==> src/rtl/gpio_pin_slice.sv <==
module gpio_pin_slice (
  input  logic        clk,
  input  logic        rst_n,
  input  logic        cfg_we,
  input  logic [15:0] cfg_wdata,
  output logic [15:0] cfg_rdata,
  input  logic        stat_clr,
  input  logic        pad_in,
  input  logic        out_val,
  input  logic        out_en,
  output logic        pad_out,
  output logic        pad_oe,
  input  logic        light_sleep,
  output logic        int_pending,
  output logic        irq,
  output logic        nmi,
  output logic        wake
);
  localparam int CFG_W = 11;

  logic [CFG_W-1:0] cfg;
  logic [2:0] itype;
  logic [1:0] m1, m2;
  logic s1_p, s1_n, s2_p, s2_n, st1, cin, prev, hit, cond;

  assign itype = cfg[2:0];
  assign m1    = cfg[7:6];
  assign m2    = cfg[9:8];

  always_ff @(posedge clk or negedge rst_n)
    if (!rst_n) cfg <= '0;
    else if (cfg_we) cfg <= cfg_wdata[CFG_W-1:0];

  assign cfg_rdata = {{(16-CFG_W){1'b0}}, cfg};

  always_ff @(posedge clk or negedge rst_n)
    if (!rst_n) begin
      s1_p <= 1'b0;
      s2_p <= 1'b0;
    end else begin
      s1_p <= pad_in;
      s2_p <= st1;
    end

  always_ff @(negedge clk or negedge rst_n)
    if (!rst_n) begin
      s1_n <= 1'b0;
      s2_n <= 1'b0;
    end else begin
      s1_n <= pad_in;
      s2_n <= st1;
    end

  assign st1 = (m1 == 2'd0) ? pad_in : (m1 == 2'd1) ? s1_n : s1_p;
  assign cin = (m2 == 2'd0) ? st1    : (m2 == 2'd1) ? s2_n : s2_p;

  always_comb
    case (itype)
      3'd1:    hit = cin & ~prev;
      3'd2:    hit = ~cin & prev;
      3'd3:    hit = cin ^ prev;
      default: hit = 1'b0;
    endcase

  always_ff @(posedge clk or negedge rst_n)
    if (!rst_n) begin
      prev        <= 1'b0;
      int_pending <= 1'b0;
    end else begin
      prev        <= cin;
      int_pending <= (int_pending & ~stat_clr) | hit;
    end

  always_comb
    case (itype)
      3'd1, 3'd2, 3'd3: cond = int_pending;
      3'd4:             cond = ~cin;
      3'd5:             cond = cin;
      default:          cond = 1'b0;
    endcase

  assign irq     = cond & cfg[3];
  assign nmi     = cond & cfg[4];
  assign wake    = cond & cfg[10] & light_sleep;
  assign pad_out = cfg[5] ? 1'b0 : out_val;
  assign pad_oe  = out_en & ~(cfg[5] & out_val);
endmodule


==> config.mk <==
export PLATFORM = sky130hd
export DESIGN_NAME = gpio_pin_slice
export DESIGN_NICKNAME = d
export VERILOG_FILES = /design/src/rtl/gpio_pin_slice.sv
export SDC_FILE = /design/constraint.sdc
export NUM_CORES = 1
export LEC_CHECK = 0
export ABC_AREA = 0
export BUFFER_PORTS_ARGS = -buffer_cell sky130_fd_sc_hd__buf_2
export CAP_MARGIN = 25
export CORE_MARGIN = 1
export CORE_UTILIZATION = 48
export DETAILED_ROUTE_END_ITERATION = 7
export GPL_TIMING_DRIVEN = 0
export PLACE_DENSITY_LB_ADDON = 0.3
export SLEW_MARGIN = 20
export SYNTH_ARGS = -nofsm -noshare
export SYNTH_HDL_FRONTEND = slang
export SYNTH_SLANG_ARGS = --single-unit
==> constraint.sdc <==
create_clock -name clk -period 3.1 [get_ports clk]
set_input_delay 0.155 -clock clk [delete_from_list [all_inputs] [get_ports clk]]
set_output_delay 0.155 -clock clk [all_outputs]
set_load 0.005 [all_outputs]
# Word-level counts from Yosys, hierarchy flattened
# Cells that the tools add are included.
# Widths: inputs -> output; s select.
# word_totals
mem_count,0
register_bits,17
mem_bits_rw,0
inputBits,24
latch_bits,0
rom_bits,0
out_inout_bits,22
# op_classes
mux,7
reduce_logical,3
n_eq_ne,7
div_mod_pow,0
shift,0
multipliers,0
magnitude_cmp,0
bitwise_logic,15
n_addsub,0
# op_table
op,n
$and 1x1->1,9
$eq 3x2->1 const B,2
$eq 3x3->1 const B,2
$pmux 1 s3,2
$mux 1,5
$eq 2x1->1 const B,2
$logic_not 2->1,2
$not 1->1,4
$eq 3x1->1 const B,1
$reduce_or 3->1,1
$or 1x1->1,1
$xor 1x1->1,1

# Logic depth before layout (Yosys ltp)
# Gate-level depths: netlist of run 1.
# depth
word_depth,8
depth_mapped,9
ltp_nobuf,9

==> run_results.csv, run 1 <==
group,metric,value,unit
worst_setup_path,worst_ep_required_time,3.31,ns
route,wirelength,1880,um
global_routing,grt_pass1_wl,3020,um
cells_and_area,nets,162,
worst_setup_path,crit_start,"s1_n$_DFF_NN0_",
global_routing,grt.total_usage,20.6,%
hold_path,hold_path.class,"input pin to flip-flop",
place,pre_cts_slack,-0.212,ns
route,wl_per_cell,11.8,um
floorplan,core-area,0.00176,mm^2
clocking,clock-sinks,17,
power,powerDensity,434,mW/mm^2
worst_setup_path,cp_slowest_stage_delay,0.34,ns
logic_synthesis,synth.avg_cell_area,10.4,um^2
timing,fin_ws,-0.195,ns
cells_and_area,fin_util,68.9,%
worst_setup_path,crit_type,"flip-flop to flip-flop",
power,power_frac_seq,50.9,%
outcome,status,"finished, violations left",
timing,final_hold_viol_count,0,
route,drt-initial-drc-count,25,
logic_synthesis,synth.distinct_cells,30,
cells_and_area,drive_above_1_share,47.4,%
clocking,path_clk_slew,0.10,ns
global_routing,grt_max_degree,18,
route,vias_per_cell,5.01,
power,leakagePower,0.616,nW
worst_setup_path,path_cells,"mux2_4, o211ai_4, a21oi_2, inv_1, ha_1, mux2i_1, a21oi_1, o22ai_1",
floorplan,start_util,52.3,%
worst_setup_path,start_kind,"flip-flop",
route,ant_nets,0,
timing,setup_viol,4,
place,place.gp.congestion,0.808,
logic_synthesis,synth_cells,89,
place,dpl.hpwl,1450,um
logic_synthesis,synth_seq_area_share,46.1,%
power,p_total,0.527,mW
cells_and_area,fillCellCount,153,
place,portBuffers,35,
power,p_comb_share,27.3,%
power,p_clk_share,21.8,%
cells_and_area,antenna_cells,0,
power,p_sw_share,30.5,%
floorplan,die_h,45.8,um
route,drcViolationCount,0,
logic_synthesis,syn_area,922,um^2
clocking,cts_inserted_buffers,3,
power,intPower,0.366,mW
clocking,cts_tree,"built",
timing,grt_setup_unrepaired,"true",
route,vias,802,
worst_setup_path,rr_endpoint,"int_pending$_DFF_PN0_",
floorplan,die-area,0.00210,mm^2
global_routing,antenna_found_initial,0,
logic_synthesis,synth_edf_count,0,
floorplan,die_w,45.8,um
floorplan,rows,15,
worst_setup_path,crit_arrival,3.50,ns
worst_setup_path,crit_end,"int_pending$_DFF_PN0_",
logic_synthesis,ys.warnings.count,0,
route,drt_first_pass_iters,4,
global_routing,overflow,0,
worst_setup_path,cp-end-kind,"flip-flop",
global_routing,grt_pass1_vias,723,
cells_and_area,syn2layout_area_growth,31.9,%
timing,hold_ws,0.0544,ns
logic_synthesis,synth_ff_type,"dfrtp_1",
timing,drv_slew,0,
power,peakVddDrop,0.347,mV
worst_setup_path,reg2reg_slack,-0.19,ns
place,dp_cells,153,
logic_synthesis,async_reset_ff_share,100,%
worst_setup_path,slowest_stage,"dfrtn_1",
outcome,violations,"setup timing",
clocking,root_buffer,"clkbuf_4",
cells_and_area,layout.cells.non_filler,160,
worst_setup_path,rr_startpoint,"s1_n$_DFF_NN0_",
clocking,clkLatencyLatePin,0.28,ns
worst_setup_path,rr_worst_depth,8,
clocking,clockBufferDepth,2,
clocking,h-tree-depth,1,
logic_synthesis,ys_seq_elements,17,
power,power.switching,0.161,mW
run,max-cap-violations,0,
floorplan,ios,46,
worst_setup_path,cp_max_fo,7,
timing,skew,0.00933,ns
-- how the worst min path moves through the flow --
stage / start / to / depth (start not counted)
after floorplan: rst_n / cfg[0]$_DFFE_PN0P_ / 0
after global placement: rst_n / cfg[4]$_DFFE_PN0P_ / 1
after detailed placement: rst_n / cfg[5]$_DFFE_PN0P_ / 1
after CTS: pad_in / s1_p$_DFF_PN0_ / 1
after global routing: stat_clr / int_pending$_DFF_PN0_ / 2
final: stat_clr / int_pending$_DFF_PN0_ / 2
-- layout make-up --
class / count / area [um^2] / area share, %
inverter: 7 / 26.3 / 2.16
tap: 25 / 31.3 / 2.57
clock buffer: 3 / 22.5 / 1.85
sequential: 17 / 425 / 35.0
buffer: 8 / 57.6 / 4.73
multi-input combinational: 61 / 445 / 36.6
clock inverter: 1 / 5.00 / 0.412
timing repair buffer: 38 / 203 / 16.7
-- flip-flops by register name (all words and copies together), names as in the netlist --
register	count
s2_p	1
s1_n	1
int_pending	1
cfg	11
s2_n	1
prev	1
s1_p	1
-- per-layer routing --
layer | GRT usage [%] | share of wire (%) | up-vias
met5 | 0 | 0 | -
met4 | 10.0 | 0.96 | 0
met3 | 2.38 | 4.7 | 2
met2 | 36.0 | 52 | 26
met1 | 25.1 | 43 | 377
li1 | - | - | 397
-- cells in the mapped netlist, types with 2 or more instances --
master / count / area, um^2
nor2b_1: 2 / 12.5
nand2_1: 6 / 22.5
buf_4: 5 / 37.5
dfrtn_1: 2 / 50.1
inv_1: 7 / 26.3
nor4_1: 3 / 18.8
o21ai_0: 3 / 15.0
a21oi_1: 5 / 25.0
a211o_2: 2 / 20.0
ha_1: 2 / 25.0
nand2b_1: 3 / 18.8
mux2_2: 8 / 90.1
dfrtp_1: 15 / 375
nor2_1: 2 / 7.51
nor3_1: 3 / 15.0
nand3_1: 7 / 35.0
-- power by group through the flow --
stage               clock [mW]  sequential, mW  combinational, mW
detailed placement           0           0.272              0.140
CTS                      0.118           0.269              0.143
floorplan                    0           0.270             0.0829
finish                   0.115           0.268              0.144
global placement             0           0.270              0.132
global route             0.129           0.272              0.161
-- timing repair --
| item | in CTS | in global routing |
|---|---|---|
| pin swaps | 3 | 3 |
| endpoints found under the setup margin | 4 | 4 |
| hold buffers | 1 | 1 |
| gates cloned | 0 | 0 |
| setup buffers | 0 | 1 |
| hold endpoints to repair | 15 | 1 |
| gates resized for setup | 3 | 0 |
-- critical path, delay by kind of cell (launching register included) --
family	cells	cell delay, ns
flops	1	0.34
buf+inv	1	0.07
fa+ha+maj	1	0.22
compound gates	4	0.62
mux	2	0.41
-- layout by cell type, fill, tap and decap left out, types with 3 or more instances in the layout --
master	netlist	final
nand2_1	6	6
nor4_1	3	3
buf_4	5	6
conb_1	1	5
o21ai_0	3	3
a21oi_1	5	3
nor3_1	3	3
clkbuf_4	0	3
nand3_1	7	5
mux2_2	8	8
nand2b_1	3	3
inv_1	7	7
buf_2	1	36
dfrtp_1	15	15
-- logic make-up after synthesis --
| group | share of synthesized area, % |
|---|---|
| AO/OA/AOI/OAI | 14.4 |
| flip-flops | 46.1 |
| AND/OR/NAND/NOR | 14.8 |
| multiplexers | 12.5 |
| adder cells (fa/ha/maj) | 2.71 |
| buffers and inverters | 9.09 |
| other | 0.407 |
-- metrics by stage --
stage / TNS [ns] / instance area (um^2)
2_1_floorplan: 0 / 941
3_3_place_gp: -0.103 / 1150
3_5_place_dp: -0.212 / 1150
4_1_cts: -0.701 / 1200
5_1_grt: -0.925 / 1220
6_report: -0.643 / 1220
Power figures use the tool's default switching activity.
==> run 2, diff against run 1 <==
Settings changed: REMOVE_ABC_BUFFERS set to 1, TNS_END_PERCENT set to 100.
==> run_results.csv, run 2 (synthesis results as in run 1) <==
group,metric,value,unit
power,leakagePower,0.579,nW
route,drt-initial-drc-count,7,
worst_setup_path,cp_max_fo,4,
route,drt_first_pass_iters,4,
floorplan,start_util,52.3,%
route,drcViolationCount,0,
place,dp_cells,145,
cells_and_area,largest_reg_flops,11,
timing,grt_setup_unrepaired,"true",
outcome,violations,"setup timing",
cells_and_area,syn2layout_area_growth,26.1,%
cells_and_area,drive_above_1_share,44.9,%
place,place.gp.congestion,0.805,
floorplan,ios,46,
cells_and_area,fillCellCount,158,
outcome,status,"finished, violations left",
worst_setup_path,cp-end-kind,"output pin",
cells_and_area,antenna_cells,0,
hold_path,hold_path.class,"input pin to flip-flop",
global_routing,grt_pass1_vias,627,
cells_and_area,layout.cells.non_filler,152,
power,peakVddDrop,0.312,mV
cells_and_area,largest_register,"cfg",
clocking,clkLatencyLatePin,0.29,ns
timing,hold_ws,0.0436,ns
global_routing,grt_max_degree,18,
cells_and_area,multiInputGateArea,445,um^2
global_routing,grt_pass1_wl,2620,um
run,max-cap-violations,0,
clocking,clockBufferDepth,2,
global_routing,grt.total_usage,17.8,%
worst_setup_path,worst_ep_required_time,2.94,ns
clocking,h-tree-depth,1,
floorplan,die_h,45.8,um
clocking,clock-sinks,17,
clocking,path_clk_slew,0.09,ns
cells_and_area,nets,154,
floorplan,die-area,0.00210,mm^2
global_routing,antenna_found_initial,0,
clocking,cts_tree,"built",
cells_and_area,final_common_cell,"buf_2",
timing,skew,0.00618,ns
worst_setup_path,start_kind,"flip-flop",
floorplan,core-area,0.00176,mm^2
power,powerDensity,447,mW/mm^2
global_routing,overflow,0,
timing,final_hold_viol_count,0,
place,dpl.hpwl,1300,um
timing,drv_slew,0,
clocking,cts_inserted_buffers,3,
cells_and_area,ff_latch_area,425,um^2
cells_and_area,mostFrequentLayoutCells,"35 x buf_2, 15 x dfrtp_1, 8 x mux2_2",
floorplan,die_w,45.8,um
place,portBuffers,35,
route,wl_per_cell,11.3,um
route,vias_per_cell,4.99,
timing,setup_viol,4,
route,ant_nets,0,
clocking,root_buffer,"clkbuf_4",
route,vias,759,
worst_setup_path,crit_arrival,3.11,ns
timing,fin_ws,-0.166,ns
floorplan,rows,15,
route,wirelength,1720,um
worst_setup_path,crit_type,"flip-flop to output pin",
timing,fin_setup_tns,-0.582,ns
==> run 2: cell types whose count changed in the layout (fill, tap and decap cells not counted), sizes merged <==
| cell | change |
|---|---|
| buf | -8 |
==> run 2: report_power, final <==
group          switching (mW)  internal (mW)  total [mW]  leakage [nW]
logic                  0.0661         0.0663       0.132         0.361
clock network          0.0681         0.0480       0.116        0.0177
registers              0.0250          0.246       0.271         0.200
total                   0.159          0.361       0.520         0.579
==> run 2: timing repair <==
action                                  4_1_cts  5_1_grt
pin swaps                                     6        4
gates resized for setup                       4        1
endpoints found under the setup margin        4        4
hold endpoints to repair                     16        0
setup buffers                                 1        0
hold buffers                                  2        0
==> run 2: critical path, cell delays in order, from the launching register on <==
cell and delay, ns:
dfrtn_1 0.34, mux2_4 0.27, o211ai_4 0.22, buf_6 0.14, a211o_2 0.12, nand3_2 0.05
buf_2 0.13
==> run 2: layer usage <==
layer	vias up	GRT usage (%)	wire length [um]
li1	374	-	-
met1	351	22.6	777
met2	30	29.4	842
met3	4	2.38	88
met4	0	8.82	15
met5	-	0	0
==> run 2: path summary, 6_finish.rpt <==
| kind | start | to | slack [ns] | cells after the start |
|---|---|---|---|---|
| setup reg to reg | s1_n$_DFF_NN0_ | int_pending$_DFF_PN0_ | -0.13 | 8 |
| max in group asynchronous | rst_n | s2_n$_DFF_NN0_ | 1.06 | 2 |
| hold reg to reg | cfg[2]$_DFFE_PN0P_ | int_pending$_DFF_PN0_ | 0.56 | 1 |
| min in group asynchronous | rst_n | prev$_DFF_PN0_ | 0.30 | 2 |
| setup / recovery | s1_n$_DFF_NN0_ | nmi | -0.17 | 6 |
| hold / removal | stat_clr | int_pending$_DFF_PN0_ | 0.04 | 2 |
==> run 2: stage by stage <==
step	total power, mW	setup slack, ns	instance area [um^2]	util (%)
floorplan	0.342	-0.0237	880	-
global placement	0.392	-0.138	1090	61.6
detailed placement	0.400	-0.244	1090	61.6
CTS	0.526	-0.209	1160	65.7
global route	0.550	-0.212	1160	65.9
finish	0.520	-0.166	1160	65.9
==> run 2: cell type report <==
type	instances	area share (%)
multi-input cells	61	38.3
flip-flops and latches	17	36.6
repair buffers	38	17.8
well taps	25	2.69
inverters	7	2.26
clock buffers	3	1.94
clock inverters	1	0.431
